[src/rtl/bch_enc_pkg.sv]
package bch_enc_pkg;
  localparam int unsigned CODE_N = 15;
  localparam int unsigned MSG_K  = 5;
  localparam logic [10:0] GEN_POLY = 11'h537;  // bit i = coeff of x^i

  typedef enum logic [1:0] {
    PH_IDLE = 2'd0,
    PH_MSG  = 2'd1,
    PH_PAR  = 2'd2
  } enc_phase_e;
endpackage

[src/rtl/bch_enc_seq.sv]
module bch_enc_seq
  import bch_enc_pkg::*;
#(
  parameter int unsigned N_P   = CODE_N,
  parameter int unsigned K_P   = MSG_K,
  localparam int unsigned CNT_W = $clog2(N_P + 1)
) (
  input  logic       clk_i,
  input  logic       rst_ni,
  input  logic       start_i,
  output logic       accept_o,
  output enc_phase_e phase_o,
  output logic       last_o
);
  enc_phase_e       phase_q;
  logic [CNT_W-1:0] cnt_q;

  assign accept_o = start_i && (phase_q == PH_IDLE);
  assign phase_o  = phase_q;
  assign last_o   = (phase_q == PH_PAR) && (cnt_q == CNT_W'(N_P - 1));

  always_ff @(posedge clk_i or negedge rst_ni) begin
    if (!rst_ni) begin
      phase_q <= PH_IDLE;
      cnt_q   <= '0;
    end else begin
      unique case (phase_q)
        PH_IDLE: if (accept_o) begin
          phase_q <= PH_MSG;
          cnt_q   <= '0;
        end
        PH_MSG: begin
          cnt_q <= cnt_q + 1'b1;
          if (cnt_q == CNT_W'(K_P - 1)) phase_q <= PH_PAR;
        end
        PH_PAR: begin
          if (last_o) begin
            phase_q <= PH_IDLE;
            cnt_q   <= '0;
          end else begin
            cnt_q <= cnt_q + 1'b1;
          end
        end
        default: phase_q <= PH_IDLE;
      endcase
    end
  end
endmodule

[src/rtl/bch_msg_sreg.sv]
module bch_msg_sreg #(
  parameter int unsigned K_P = 5
) (
  input  logic           clk_i,
  input  logic           rst_ni,
  input  logic           load_i,
  input  logic           shift_i,
  input  logic [K_P-1:0] msg_i,
  output logic           bit_o
);
  logic [K_P-1:0] sr_q;

  always_ff @(posedge clk_i or negedge rst_ni) begin
    if (!rst_ni)      sr_q <= '0;
    else if (load_i)  sr_q <= msg_i;
    else if (shift_i) sr_q <= {sr_q[K_P-2:0], 1'b0};
  end

  assign bit_o = sr_q[K_P-1];
endmodule

[src/rtl/bch_parity_lfsr.sv]
module bch_parity_lfsr #(
  parameter int unsigned PAR_W = 10,
  parameter logic [PAR_W:0] GEN_P = 11'h537
) (
  input  logic clk_i,
  input  logic rst_ni,
  input  logic clear_i,
  input  logic feed_i,   // switch closed: divide
  input  logic drain_i,  // switch open: shift out
  input  logic din_i,
  output logic par_o
);
  logic [PAR_W-1:0] par_q, div_nxt;
  logic             fb;

  assign fb = din_i ^ par_q[PAR_W-1];

  for (genvar g = 0; g < PAR_W; g++) begin : g_stage
    if (g == 0) begin : g_first
      assign div_nxt[g] = fb;
    end else begin : g_rest
      assign div_nxt[g] = par_q[g-1] ^ (GEN_P[g] & fb);
    end
  end

  always_ff @(posedge clk_i or negedge rst_ni) begin
    if (!rst_ni)      par_q <= '0;
    else if (clear_i) par_q <= '0;
    else if (feed_i)  par_q <= div_nxt;
    else if (drain_i) par_q <= {par_q[PAR_W-2:0], 1'b0};
  end

  assign par_o = par_q[PAR_W-1];
endmodule

[src/rtl/bch15_enc.sv]
module bch15_enc
  import bch_enc_pkg::*;
#(
  parameter int unsigned N_P = CODE_N,
  parameter int unsigned K_P = MSG_K,
  parameter logic [N_P-K_P:0] GEN_P = GEN_POLY
) (
  input  logic           clk_i,
  input  logic           rst_ni,
  input  logic           start_i,
  input  logic [K_P-1:0] msg_i,
  output logic           code_o,
  output logic           valid_o,
  output logic           done_o
);
  localparam int unsigned PAR_W = N_P - K_P;

  enc_phase_e phase;
  logic       accept, last, msg_bit, par_bit, in_msg, in_par;

  bch_enc_seq #(.N_P(N_P), .K_P(K_P)) u_seq (
    .clk_i   (clk_i),
    .rst_ni  (rst_ni),
    .start_i (start_i),
    .accept_o(accept),
    .phase_o (phase),
    .last_o  (last)
  );

  assign in_msg = (phase == PH_MSG);
  assign in_par = (phase == PH_PAR);

  bch_msg_sreg #(.K_P(K_P)) u_msg (
    .clk_i  (clk_i),
    .rst_ni (rst_ni),
    .load_i (accept),
    .shift_i(in_msg),
    .msg_i  (msg_i),
    .bit_o  (msg_bit)
  );

  bch_parity_lfsr #(.PAR_W(PAR_W), .GEN_P(GEN_P)) u_lfsr (
    .clk_i  (clk_i),
    .rst_ni (rst_ni),
    .clear_i(accept),
    .feed_i (in_msg),
    .drain_i(in_par),
    .din_i  (msg_bit),
    .par_o  (par_bit)
  );

  // output switch
  always_comb begin
    code_o = 1'b0;
    if (in_msg)      code_o = msg_bit;
    else if (in_par) code_o = par_bit;
  end

  assign valid_o = in_msg || in_par;
  assign done_o  = last;
endmodule

[config.mk]
export PLATFORM = sky130hd
export DESIGN_NAME = bch15_enc
export DESIGN_NICKNAME = d
export VERILOG_FILES = /design/src/rtl/bch_enc_pkg.sv /design/src/rtl/bch_enc_seq.sv /design/src/rtl/bch_msg_sreg.sv /design/src/rtl/bch_parity_lfsr.sv /design/src/rtl/bch15_enc.sv
export SDC_FILE = /design/constraint.sdc
export NUM_CORES = 1
export LEC_CHECK = 0
export ABC_AREA = 1
export BUFFER_PORTS_ARGS = -buffer_cell sky130_fd_sc_hd__buf_2
export CAP_MARGIN = 20
export CORE_MARGIN = 2
export CORE_UTILIZATION = 50
export CTS_BUF_LIST = sky130_fd_sc_hd__clkbuf_2 sky130_fd_sc_hd__clkbuf_4 sky130_fd_sc_hd__clkbuf_8
export CTS_CLUSTER_SIZE = 28
export DETAILED_ROUTE_END_ITERATION = 10
export PLACE_DENSITY = 0.76
export SYNTH_ARGS = -nofsm -noshare
export SYNTH_HDL_FRONTEND = slang
export SYNTH_SLANG_ARGS = --single-unit
[constraint.sdc]
create_clock -name clk_i -period 3.29 [get_ports clk_i]
set_clock_uncertainty 0.05 [all_clocks]
set_input_delay 0.329 -clock clk_i [delete_from_list [all_inputs] [get_ports clk_i]]
set_output_delay 0.329 -clock clk_i [all_outputs]
set_load 0.03 [all_outputs]
======== Word-level counts from Yosys, hierarchy flattened ========
Cells that the tools add are included.
cells by class
  mux-type cells .......................... 14
  equality and inequality tests ........... 7
  order comparisons ....................... 0
  div/mod/pow operators ................... 0
  bitwise logic cells ..................... 6
  add/subtract/negate cells ............... 1
  shift-type cells ........................ 0
  multipliers ............................. 0
  reduce and logical (&&, ||, !) cells .... 9
operators with widths
  operator                                                                  count
  10-bit two-way mux                                                        3
  4-bit one-hot mux with 3 select lines                                     1
  5-bit two-way mux                                                         2
  4-bit two-way mux                                                         2
  2-bit two-way mux                                                         3
  2-bit one-hot mux with 3 select lines                                     1
  3-bit nonzero test                                                        2
  1-bit XOR                                                                 6
  4-bit by 1-bit adder with 4-bit output (second input constant)            1
  4-bit by 3-bit == test with 1-bit output (second input constant)          1
  4-bit == test (second input constant)                                     1
  2-bit inequality test (second input constant)                             2
  3-bit AND reduction                                                       1
  2-bit by 1-bit == test with 1-bit output (second input constant)          1
  2-bit == test (second input constant)                                     1
  1-bit logical AND                                                         2
  2-bit zero test                                                           1
  1-bit two-way mux                                                         2
  2-bit by 1-bit inequality test with 1-bit output (second input constant)  1
  2-bit AND reduction                                                       1
  2-bit nonzero test                                                        1
  1-bit logical OR                                                          1
storage, ports and cells
  memories ................................ 0
  output and inout port bits .............. 3
  word-level logic and storage cells ...... 41
  flip-flop bits (word level) ............. 21
  ROM bits ................................ 0
  input port bits ......................... 8
  RAM bits ................................ 0
  latch bits .............................. 0

======== Longest topological paths before layout ========
Gate-level depths: netlist of run 1.
  word-level depth ........................ 4
  depth in mapped cells ................... 9
  depth with buffers taken out ............ 9

======== Cells and area by module ========
A second synthesis of run 1 with hierarchy kept.
unflattened totals
  cell total of the unflattened synthesis .. 159
  area total of the unflattened synthesis .. 1270.0 µm²
by module, submodules not included
  module           cells each  instances  area an instance (µm²)
  bch_enc_seq      63          1          501.7
  bch_parity_lfsr  61          1          486.7
  bch_msg_sreg     26          1          221.5
  bch15_enc        9           1          60.1

======== Worst setup path before layout of run 1 ========
No wires, ideal clock.
  kind .................................... reg2out
  start point ............................. register u_seq.phase_q[1], in the netlist u_seq.phase_o[1]
  end point ............................... output code_o
  cell stages (with the launch flop) ...... 5
  path slack .............................. 1.459 ns
  data arrival time ....................... 1.452 ns
  cells stage by stage .................... dfrtp_1 -> inv_1 -> ha_1 -> inv_2 -> o21ai_0
on the way
  cells in the longest elaborated chain, start to end .. 3
  elaborated cells on any way between the ends .. 4
ends and longest elaborated chain
  element                 line               source
  from (decl)             bch_enc_seq.sv:15  enc_phase_e phase_q;
  from (signal assigned)  bch_enc_seq.sv:24  phase_q <= PH_IDLE;
  from (signal assigned)  bch_enc_seq.sv:29  phase_q <= PH_MSG;
  from (signal assigned)  bch_enc_seq.sv:34  if (cnt_q == CNT_W'(K_P - 1)) phase_q <= PH_PAR;
  2-bit == test           bch15_enc.sv:31    assign in_par = (phase == PH_PAR);
  1-bit two-way mux       bch15_enc.sv:56    else if (in_par) code_o = par_bit;
  1-bit two-way mux (*)   bch15_enc.sv:55    if (in_msg) code_o = msg_bit;
  to (decl)               bch15_enc.sv:12    output logic code_o,
Mark *: on every way between the ends. The rest lies on a longest branch, timed or not.

======== Final worst setup path of run 1 ========
Same ends and word-level chain as after synthesis.

==> results of run 1 <==
[per-layer routing]
layer	vias up	wire, um	share of wire, %
met4	0	25	1.1
met3	4	111	5.0
met2	30	1010	46
met1	472	1060	48
met5	-	0	0
li1	507	-	-
[through the flow]
step                instances  power (uW)
floorplan                 151         917
global placement          187        1010
detailed placement        187        1040
CTS                       192        1160
global route              192        1270
finish                    192        1160
[power by group through the flow]
stage	Sequential, uW	Combinational (uW)	Clock (uW)
global placement	413	599	0
global route	425	710	140
CTS	413	622	130
finish	414	620	125
detailed placement	417	619	0
floorplan	401	515	0
[kinds of logic (layout without fill, tap and decap cells)]
group                      after synthesis  in the layout  share of synthesized area (%)
buffers and inverters                   27             40                           9.97
AOI/OAI and AO/OA                       14             14                           6.96
and+or+nand+nor                         82             82                           32.2
DFF                                     21             21                           43.6
adders and majority gates                7              7                           7.27
[cell type report]
cell class,count,area [um2],share of cell area [%]
sequential,21,526,40.2
timing repair buffer,11,60.1,4.59
clock buffer,3,22.5,1.72
clock inverter,1,5.00,0.382
tap,28,35.0,2.68
multi-input combinational,103,559,42.7
inverter,25,101,7.74
[sequential cells by signal, indices dropped and copies added (netlist names)]
register       count
u_seq.phase_o      2
u_msg.sr_q         5
u_seq.cnt_q        4
u_lfsr.par_q      10
[cell usage after synthesis]
master / n
inv_6: 1
nand2_1: 46
nor2_1: 4
dfrtp_1: 21
ha_1: 7
nand3_1: 20
nand4_1: 5
o21ai_2: 1
o21ai_0: 5
inv_4: 1
nand2_8: 1
nand3_2: 3
buf_4: 1
o21ai_1: 3
a21oi_2: 2
buf_6: 1
a21oi_1: 1
inv_1: 20
o22ai_1: 2
inv_2: 3
nand2_2: 3
[worst paths after layout]
check / slack (ps) / start / end
min in group asynchronous: 440 / rst_ni / u_seq.cnt_q[2]
max in group asynchronous: 2440 / rst_ni / u_lfsr.par_q[1]
hold reg to reg: 440 / u_lfsr.par_q[2] / u_lfsr.par_q[2]
setup reg to reg: 1560 / u_seq.phase_o[0] / u_lfsr.par_q[3]
setup / recovery: 1000 / u_seq.phase_o[1] / code_o
hold / removal: 170 / msg_i[0] / u_msg.sr_q[0]
[worst max-delay path: stages, from the launching register on]
cell and delay (ps):
dfrtp_1 430, inv_1 110, ha_1 440, inv_2 180
o21ai_0 210, buf_2 230
==> metrics.md, run 1 <==
| Metric | Value |
|---|---|
| Synth cell types | `21` |
| CP arrival | `between 1500 and 2000 ps` |
| IO Pins | `11` |
| Crit start category | `flip-flop` |
| Synth top area share | `between 40% and 50%` |
| Mapped cell area | `around 1200 um2` |
| Sequential-to-total area share from yosys stat | `between 40% and 50%` |
| Post-synthesis register bit count | `21` |
| Hpwl dp | `1.64 mm` |
| Comb pwr share | `a little over half` |
| Worst Path Max Fanout | `12` |
| Rows | `17` |
| Internal power | `591 uW` |
| Placed cell area | `1270 um2` |
| Number of gates resized after cts | `0` |
| Synth warn | `0` |
| Commonest non-fill, non-tap cell in the layout | `nand2_1` |
| Area of the die | `roughly 2800 um2` |
| VDD IR max | `about 0.51 mV` |
| Cts hold-fix bufs | `1` |
| Antenna diodes | `0` |
| Busiest grt layer | `met2` |
| PortBufs | `10` |
| Final min period | `2290 ps` |
| Largest area contributor in the netlist | `dfrtp_1` |
| Die width | `approximately 53 um` |
| Most frequent cells in the layout | `46 x nand2_1, 21 x dfrtp_1, 20 x inv_1, 20 x nand3_1, 10 x buf_2` |
| CTS buffer count | `3` |
| R2R cell count | `7` |
| DRT iter0 DRCs | `20` |
| Initial antenna violation count | `0` |
| Area contributors post-synth | `dfrtp_1 44%, nand2_1 14%, nand3_1 8.3%, ha_1 7.3%, inv_1 6.2%` |
| Mean post-synth cell area | `between 7 and 8 um2` |
| Run status | `complete, no violations` |
| WL final | `2.20 mm` |
| Final setup viols | `0` |
| Lkg Pwr | `~0.00069 uW` |
| Setup crit end kind | `output port` |
| Synth Net Count | `approximately 170` |
| GRT met3 Usage | `under 10%` |
| Clock share of power | `a little over a tenth` |
| All-layer global routing usage | `approximately a fifth` |
| Clock Sinks | `21` |
| Vias | `1013` |
| Met2 usage | `between 30% and 40%` |
| Clk slew on worst S/H paths | `120 ps` |
| Number of failing hold endpoints at the final stage | `0` |
| Fin crit share | `a little over two thirds` |
| Htree depth | `1` |
| TritonRoute pass-1 iters | `4` |
| Global route overflow | `0` |
| Final #Nets | `180` |
| Worst-Margin Slew | `463 ps` |
| Fmax | `about 440 MHz` |
| Sw frac | `between 40% and 50%` |
| CP Class | `flip-flop to output port` |
| Sw Pwr | `569 uW` |
| Setup TNS | `0 ps` |
| Slew Limit Fails | `0` |
| Core area | `~2300 um2` |
| Hold slack | `roughly 170 ps` |
| Data required, critical path | `approximately 2900 ps` |
| Post-route DRC | `0` |
| Final Wtd Congestion | `roughly 0.77` |
| Largest net degree at the start of global routing | `22` |
| CTS Root Cell | `clkbuf_4` |
| Clock tree from TritonCTS | `built` |
| Area delta synth->final | `8.62%` |
| Avg WL per Cell | `~11 um` |
| Clock Latency Late Sink | `300 ps` |
| RSZ-0062 raised after global routing | `false` |
| Hold Crit Depth | `3` |
| Clk buf depth | `2` |
| Initial Util | `53.4%` |
| Vias per cell | `~5.3` |
| Syn Inst Count | `151` |
| Chip height | `roughly 53 um` |
| # Max-Cap Violations | `0` |
| Slew Limit Headroom | `69.1%` |
| Utilization after layout | `58.0%` |
| Final-layout fill cell count | `222` |
| Worst hold path type | `input port to flip-flop` |
| Global Route met1 Usage | `between 20% and 30%` |
| Sequential power share | `approximately 36%` |
| Share of cells above drive strength 1 | `17.7%` |
| Final Cell Area | `around 1300 um2` |
| Pwr dens | `roughly 890 nW/um2` |
| Place WS | `approximately 1400 ps` |
| Vias in the first global route | `between 900 and 1000` |
| First-pass GRT wire length | `3.90 mm` |
| Final ANT Viol Nets | `0` |
| Fin worst setup slack | `1000 ps` |
| Setup bufs post-CTS | `0` |
Power figures use the tool's default switching activity.
==> inputs of run 2 (changes only) <==
--- a/config.mk
+++ b/config.mk
@@ -13,7 +13,7 @@
 export CTS_BUF_LIST = sky130_fd_sc_hd__clkbuf_2 sky130_fd_sc_hd__clkbuf_4 sky130_fd_sc_hd__clkbuf_8
 export CTS_CLUSTER_SIZE = 28
 export DETAILED_ROUTE_END_ITERATION = 10
-export PLACE_DENSITY = 0.76
+export PLACE_DENSITY = 0.79
 export SYNTH_ARGS = -nofsm -noshare
 export SYNTH_HDL_FRONTEND = slang
 export SYNTH_SLANG_ARGS = --single-unit
==> constraint.sdc (replaced) <==
create_clock -name clk_i -period 2.1 [get_ports clk_i]
set_clock_uncertainty 0.05 [all_clocks]
set_input_delay 0.21 -clock clk_i [delete_from_list [all_inputs] [get_ports clk_i]]
set_output_delay 0.21 -clock clk_i [all_outputs]
set_load 0.03 [all_outputs]
==> run 2 against run 1 <==
Compared with the run above:
- core utilization is 0.33 points higher
- largest power group unchanged
- critical path type unchanged
- setup slack worse by 720 ps
- via count decreased by 3.0%
- wire length up 1.0%
- design area rose by 0.57%
- register-to-register slack worse by 1100 ps
- sequential share of layout area shrank 0.23 points
- hold slack got worse by 130 ps
==> metrics.md, run 2 (synthesis results as in run 1) <==
| Metric | Value |
|---|---|
| Register bank with the most flops | `u_lfsr.par_q` |
| R2r setup slk | `420 ps (-1140 ps)` |
| Chip height | `53.1 um (unchanged)` |
| WL final | `2.23 mm (+1.0%)` |
| First-pass GRT wire length | `3.96 mm (+1.6%)` |
| Clock Latency Late Sink | `310 ps (about the same)` |
| Setup bufs post-CTS | `0 (unchanged)` |
| Pwr dens | `1390 nW/um2 (+57%)` |
| Data required, critical path | `1840 ps (-1070 ps)` |
| Clock tree from TritonCTS | `built` |
| CTS Root Cell | `clkbuf_4` |
| Final-layout fill cell count | `226 (+1.8%)` |
| RSZ-0062 raised after global routing | `false` |
| Most frequent cells in the layout | `46 x nand2_1, 21 x dfrtp_1, 20 x inv_1, 20 x nand3_1, 10 x buf_2` |
| Rows | `17 (unchanged)` |
| Die width | `53.1 um (unchanged)` |
| Fmax | `551 MHz` |
| Setup TNS | `0 ps (unchanged)` |
| # Max-Cap Violations | `0 (unchanged)` |
| PortBufs | `10 (unchanged)` |
| IO Pins | `11 (unchanged)` |
| Htree depth | `1 (unchanged)` |
| Cts hold-fix bufs | `1 (unchanged)` |
| Area delta synth->final | `9.24%` |
| Register area | `526 um2 (unchanged)` |
| Worst-Margin Slew | `468 ps (+4.53 ps)` |
| Tot Pwr | `1830 uW (+58%)` |
| Commonest non-fill, non-tap cell in the layout | `nand2_1` |
| Largest regs | `u_lfsr.par_q: 10 flops, u_msg.sr_q: 5 flops, u_seq.cnt_q: 4 flops` |
| Hpwl dp | `1.70 mm (+3.1%)` |
| Final setup viols | `0 (unchanged)` |
| CP arrival | `1550 ps (-360 ps)` |
| Antenna diodes | `0 (unchanged)` |
| Core area | `2250 um2 (unchanged)` |
| Clock Sinks | `21 (unchanged)` |
| Setup crit end kind | `output port` |
| Worst hold path type | `input port to flip-flop` |
| Utilization after layout | `58.4% (+0.33 points)` |
| Area of the die | `2820 um2 (unchanged)` |
| Slew Limit Fails | `0 (unchanged)` |
| Lkg Pwr | `0.000696 uW (+0.74%)` |
| Final Wtd Congestion | `0.789 (+2.7%)` |
| Vias per cell | `5.09 (-3.5%)` |
| Max reg flops | `10 (unchanged)` |
| Number of failing hold endpoints at the final stage | `0 (unchanged)` |
| Final min period | `approximately 1800 ps` |
| Clk buf depth | `2 (unchanged)` |
| Initial Util | `53.4% (unchanged)` |
| Vias in the first global route | `908 (-3.2%)` |
| Share of cells above drive strength 1 | `18.2% (+0.50 points)` |
| CTS buffer count | `3 (unchanged)` |
| CP Class | `flip-flop to output port` |
| Crit start category | `flip-flop` |
| Worst Path Max Fanout | `10 (-2)` |
| DRT iter0 DRCs | `38 (+90%)` |
| VDD IR max | `0.813 mV (+59%)` |
| Largest net degree at the start of global routing | `22 (unchanged)` |
| Vias | `983 (-3.0%)` |
| Fin crit share | `between 80% and 90%` |
| All-layer global routing usage | `19.8% (+0.38 points)` |
| Final #Nets | `181 (+0.56%)` |
| Initial antenna violation count | `0 (unchanged)` |
| Avg WL per Cell | `11.5 um (+0.52%)` |
| Run status | `complete, no violations` |
| Number of gates resized after cts | `0 (unchanged)` |
| TritonRoute pass-1 iters | `4 (unchanged)` |
| Global route overflow | `0 (unchanged)` |
| Post-route DRC | `0 (unchanged)` |
| Clk slew on worst S/H paths | `120 ps (about the same)` |
| Slew Limit Headroom | `68.8% (-0.30 points)` |
| Final ANT Viol Nets | `0 (unchanged)` |
| Area of the multi-input gates | `559 um2 (unchanged)` |
[run 2: changes by cell type in the layout (fill, tap and decap cells not counted), sizes merged]
cell,before,now
buf,10,11
[run 2: critical path, stage by stage (launching register included)]
cell	delay [ps]
dfrtp_1	400
inv_1	90
ha_1	210
inv_2	160
nand3_1	80
o21ai_0	90
buf_2	230
[run 2: metal layers]
metal	vias to the layer above	share of wire, %	track usage, %	wire length [um]
met3	4	3.6	3.39	80
met4	0	2.1	8.97	46
met1	450	50	27.2	1100
met2	19	45	30.4	996
met5	-	0	0	0
li1	510	-	-	-
[run 2: cell type report]
class                   instances  area share (%)
multi-input cells             103            42.5
inverters                      25            7.70
flip-flops and latches         21            39.9
well taps                      28            2.66
clock inverters                 1           0.380
clock buffers                   3            1.71
repair buffers                 12            5.13
[run 2: path summary, 6_finish.rpt]
kind                                   end             start  cells after the start
max reg2reg                u_lfsr.par_q[5]  u_seq.phase_o[0]                      7
min reg2reg                u_lfsr.par_q[8]   u_lfsr.par_q[8]                      2
max in group asynchronous  u_lfsr.par_q[3]            rst_ni                      2
max                                 code_o  u_seq.phase_o[1]                      6
min                          u_msg.sr_q[0]          msg_i[0]                      3
min in group asynchronous   u_seq.cnt_q[0]            rst_ni                      2
[run 2: metrics by stage]
step	area, um2	instances	setup slack (ps)	hold WS, ps
after floorplan	1200	151	388	-136
after global placement	1280	188	528	137
after detailed placement	1280	188	447	139
after CTS	1320	193	284	44.2
after global routing	1320	193	215	54.3
final	1320	193	285	40.8
[run 2: power by group]
part	switching (uW)	leakage, uW	internal (uW)
clock	126	0.0000177	71.2
sequential	92.1	0.000279	549
combinational	673	0.000399	317
==> inputs of run 3 (changes only) <==
--- a/config.mk
+++ b/config.mk
@@ -5,7 +5,7 @@
 export SDC_FILE = /design/constraint.sdc
 export NUM_CORES = 1
 export LEC_CHECK = 0
-export ABC_AREA = 1
+export ABC_AREA = 0
 export BUFFER_PORTS_ARGS = -buffer_cell sky130_fd_sc_hd__buf_2
 export CAP_MARGIN = 20
 export CORE_MARGIN = 2
@@ -13,7 +13,7 @@
 export CTS_BUF_LIST = sky130_fd_sc_hd__clkbuf_2 sky130_fd_sc_hd__clkbuf_4 sky130_fd_sc_hd__clkbuf_8
 export CTS_CLUSTER_SIZE = 28
 export DETAILED_ROUTE_END_ITERATION = 10
-export PLACE_DENSITY = 0.79
+export PLACE_DENSITY = 0.75
 export SYNTH_ARGS = -nofsm -noshare
 export SYNTH_HDL_FRONTEND = slang
 export SYNTH_SLANG_ARGS = --single-unit
==> run 3 against run 2 <==
Compared with the run above:
- sequential cell count is the same
- via count down 2.0%
- hold slack worse by 10 ps
- sequential share of layout area increased by 0.81 points
- combinational power up 10%
- final cell count down 16%
- setup slack lost 70 ps
- sequential power rose by 3.4%
- wire length increased by 7.1%
- critical endpoint is now valid_o
- largest cell class unchanged
- largest power group unchanged
==> metrics.md, run 3 <==
| Metric | Value |
|---|---|
| Setup TNS | `0 ps (unchanged)` |
| Synth cell types | `33 (+57%)` |
| Worst-Margin Slew | `680 ps (+212 ps)` |
| Synth Area in XOR/XNOR | `0.738% (+0.74 points)` |
| Clock tree from TritonCTS | `built` |
| Clock Sinks | `21 (unchanged)` |
| Final ANT Viol Nets | `0 (unchanged)` |
| Chip height | `52.7 um (-0.68%)` |
| VDD IR max | `1.06 mV (+30%)` |
| Syn Inst Count | `124 (-18%)` |
| Slew Limit Headroom | `54.4% (-14 points)` |
| First-pass GRT wire length | `4.04 mm (+1.9%)` |
| Max reg flops | `10 (unchanged)` |
| Core area | `2230 um2 (-0.94%)` |
| Internal power | `1070 uW (+14%)` |
| Area delta synth->final | `8.64%` |
| IO Pins | `11 (unchanged)` |
| Largest area contributor in the netlist | `dfrtp_1` |
| Share of cells above drive strength 1 | `14.2% (-4.0 points)` |
| Clock share of power | `10.5% (-0.3 points)` |
| Most frequent cell after synthesis | `dfrtp_1` |
| Clk buf depth | `2 (unchanged)` |
| Largest net degree at the start of global routing | `22 (unchanged)` |
| Async SR Flop Fraction | `100% (unchanged)` |
| Setup crit end kind | `output port` |
| Commonest non-fill, non-tap cell in the layout | `dfrtp_1` |
| WL final | `2.38 mm (+7.1%)` |
| Mean post-synth cell area | `9.58 um2 (+20%)` |
| Hpwl dp | `1.62 mm (-4.3%)` |
| TritonRoute pass-1 iters | `4 (unchanged)` |
| Clk slew on worst S/H paths | `130 ps (about the same)` |
| Sw Pwr | `885 uW (-0.74%)` |
| # Max-Cap Violations | `0 (unchanged)` |
| Vias in the first global route | `868 (-4.4%)` |
| Synth warn | `0 (unchanged)` |
| Fin crit share | `89.7% (+3.3 points)` |
| Synth top area share | `44.3% (+0.64 points)` |
| Worst Path Max Fanout | `16 (+6)` |
| Placed cell area | `1250 um2 (-2.4%)` |
| Lkg Pwr | `0.000567 uW (-18%)` |
| Post-Synth Simple-Gate Area | `16.1% (-16 points)` |
| Avg WL per Cell | `14.7 um (+28%)` |
| Antenna diodes | `0 (unchanged)` |
| R2r setup slk | `310 ps (-110 ps)` |
| All-layer global routing usage | `19.7% (-0.11 points)` |
| Tot Pwr | `1950 uW (+6.9%)` |
| DRT iter0 DRCs | `42 (+11%)` |
| Final Wtd Congestion | `0.762 (-3.4%)` |
| Sw frac | `45.3% (-3.5 points)` |
| Slew Limit Fails | `0 (unchanged)` |
| Worst hold path type | `input port to flip-flop` |
| Largest regs | `u_lfsr.par_q: 10 flops, u_msg.sr_q: 5 flops, u_seq.cnt_q: 4 flops` |
| Number of failing hold endpoints at the final stage | `0 (unchanged)` |
| Initial Util | `53.2% (-0.28 points)` |
| Vias per cell | `5.94 (+17%)` |
| Sequential-to-total area share from yosys stat | `44.3% (+0.64 points)` |
| Area contributors post-synth | `dfrtp_1 44%, mux2i_1 7.6%, ha_1 7.4%, o21ai_1 5.1%, nand2_1 3.8%` |
| CP arrival | `1620 ps (+70 ps)` |
| Run status | `complete, no violations` |
| Mapped cell area | `1190 um2 (-1.5%)` |
| Final min period | `1880 ps (+69.8 ps)` |
| Data required, critical path | `1840 ps (about the same)` |
| Final #Nets | `150 (-17%)` |
| Synth Net Count | `139 (-16%)` |
| Number of flops mapped to enable cells by yosys | `0 (unchanged)` |
| Crit start category | `flip-flop` |
| Primary FF master, synth | `dfrtp_1` |
| Clock Latency Late Sink | `310 ps (about the same)` |
| Sequential power share | `33.9% (-1.2 points)` |
| CTS Root Cell | `clkbuf_4` |
| Vias | `963 (-2.0%)` |
| Final Cell Area | `1290 um2 (-2.0%)` |
| Register bank with the most flops | `u_lfsr.par_q` |
| CTS buffer count | `3 (unchanged)` |
| Global route overflow | `0 (unchanged)` |
| Most frequent cells in the layout | `21 x dfrtp_1, 12 x nand2_1, 12 x o21ai_1` |
| Die width | `52.7 um (-0.68%)` |
| Rows | `17 (unchanged)` |
| Mux contribution to synthesized area | `8.85% (+8.9 points)` |
| Fmax | `531 MHz (-3.7%)` |
| Final setup viols | `0 (unchanged)` |
| CP Class | `flip-flop to output port` |
| Initial antenna violation count | `0 (unchanged)` |
| Post-synthesis register bit count | `21 (unchanged)` |
| Hold slack | `30.5 ps (-10.3 ps)` |
| Largest family of logic cells by synthesized area | `compound AO/OA/AOI/OAI gates` |
| Adder-Cell Fraction of Synth Area | `7.38% (+0.11 points)` |
| Comb pwr share | `55.5% (+1.4 points)` |
| Pwr dens | `1520 nW/um2 (+9.1%)` |
| Area of the die | `2780 um2 (-1.4%)` |
| Post-route DRC | `0 (unchanged)` |
| RSZ-0062 raised after global routing | `false` |
| Htree depth | `1 (unchanged)` |
| Final-layout fill cell count | `212 (-6.2%)` |
| Placed cell count | `157 (-16%)` |
| PortBufs | `10 (unchanged)` |
| Finished Layout Cells | `162 (-16%)` |
| Compound-cell area share of the yosys netlist | `16.8% (+9.8 points)` |
| Most frequent cells after synthesis | `21 x dfrtp_1, 12 x nand2_1, 12 x o21ai_1` |
[run 3: cell count changes after synthesis, sizes merged, moves of 6 or more]
cell   change
inv       -15
mux2i      +9
nand2     -38
a31oi      +7
or3        +6
nand3     -19
o21ai      +8
[run 3: final timing paths]
kind                             startpoint          endpoint  depth (start not counted)
max in group asynchronous            rst_ni    u_seq.cnt_q[2]                          2
max reg2reg                u_seq.phase_o[0]  u_seq.phase_o[0]                          5
min                                msg_i[0]     u_msg.sr_q[0]                          3
min reg2reg                   u_msg.sr_q[0]     u_msg.sr_q[0]                          2
max                        u_seq.phase_o[0]           valid_o                          4
min in group asynchronous            rst_ni   u_lfsr.par_q[4]                          2
[run 3: layer usage]
layer,GRT usage (%),vias to the layer above,wire (um)
li1,-,463,-
met4,5.13,0,12
met5,0,-,0
met2,30.0,32,1080
met3,4.00,2,143
met1,28.4,466,1150
[run 3: what timing repair did]
item / in CTS / in global routing
endpoints found under the setup margin: 0 / 1
buffers inserted: 0 / 0
hold endpoints to repair: 21 / 0
hold buffers: 1 / 0
resized for setup: 0 / 1
[run 3: logic make-up (layout without fill, tap and decap cells)]
kind of cell / Yosys count / count (layout)
mux: 10 / 10
buf+inv: 16 / 26
fa+ha+maj: 7 / 7
xor+xnor: 1 / 1
flops: 21 / 21
compound gates: 33 / 33
simple gates: 36 / 36
[run 3: layout make-up]
| type | count | area, um2 | area share [%] |
|---|---|---|---|
| clock inverters | 1 | 7.51 | 0.582 |
| clock buffers | 3 | 22.5 | 1.75 |
| flip-flops and latches | 21 | 526 | 40.7 |
| repair buffers | 12 | 67.6 | 5.24 |
| multi-input cells | 87 | 594 | 46.1 |
| inverters | 10 | 37.5 | 2.91 |
| well taps | 28 | 35.0 | 2.72 |
[run 3: critical path, cell delays in order, from the launching register on]
cell and delay, ps:
dfrtp_1 400, inv_1 90, ha_1 350, buf_4 240, buf_2 230
[run 3: power groups by stage]
stage          sequential [uW]  clock, uW  combinational (uW)
4_1_cts                    661        211                1080
5_1_grt                    683        226                1230
3_3_place_gp               664          0                1030
3_5_place_dp               670          0                1080
2_1_floorplan              642          0                 907
6_report                   663        206                1090
[run 3: stage by stage]
step | setup slack, ps | util, %
final | 216 | 57.8
after global routing | 155 | 57.8
after CTS | 179 | 57.6
after detailed placement | 188 | 55.9
after global placement | 265 | 55.9
after floorplan | 204 | -
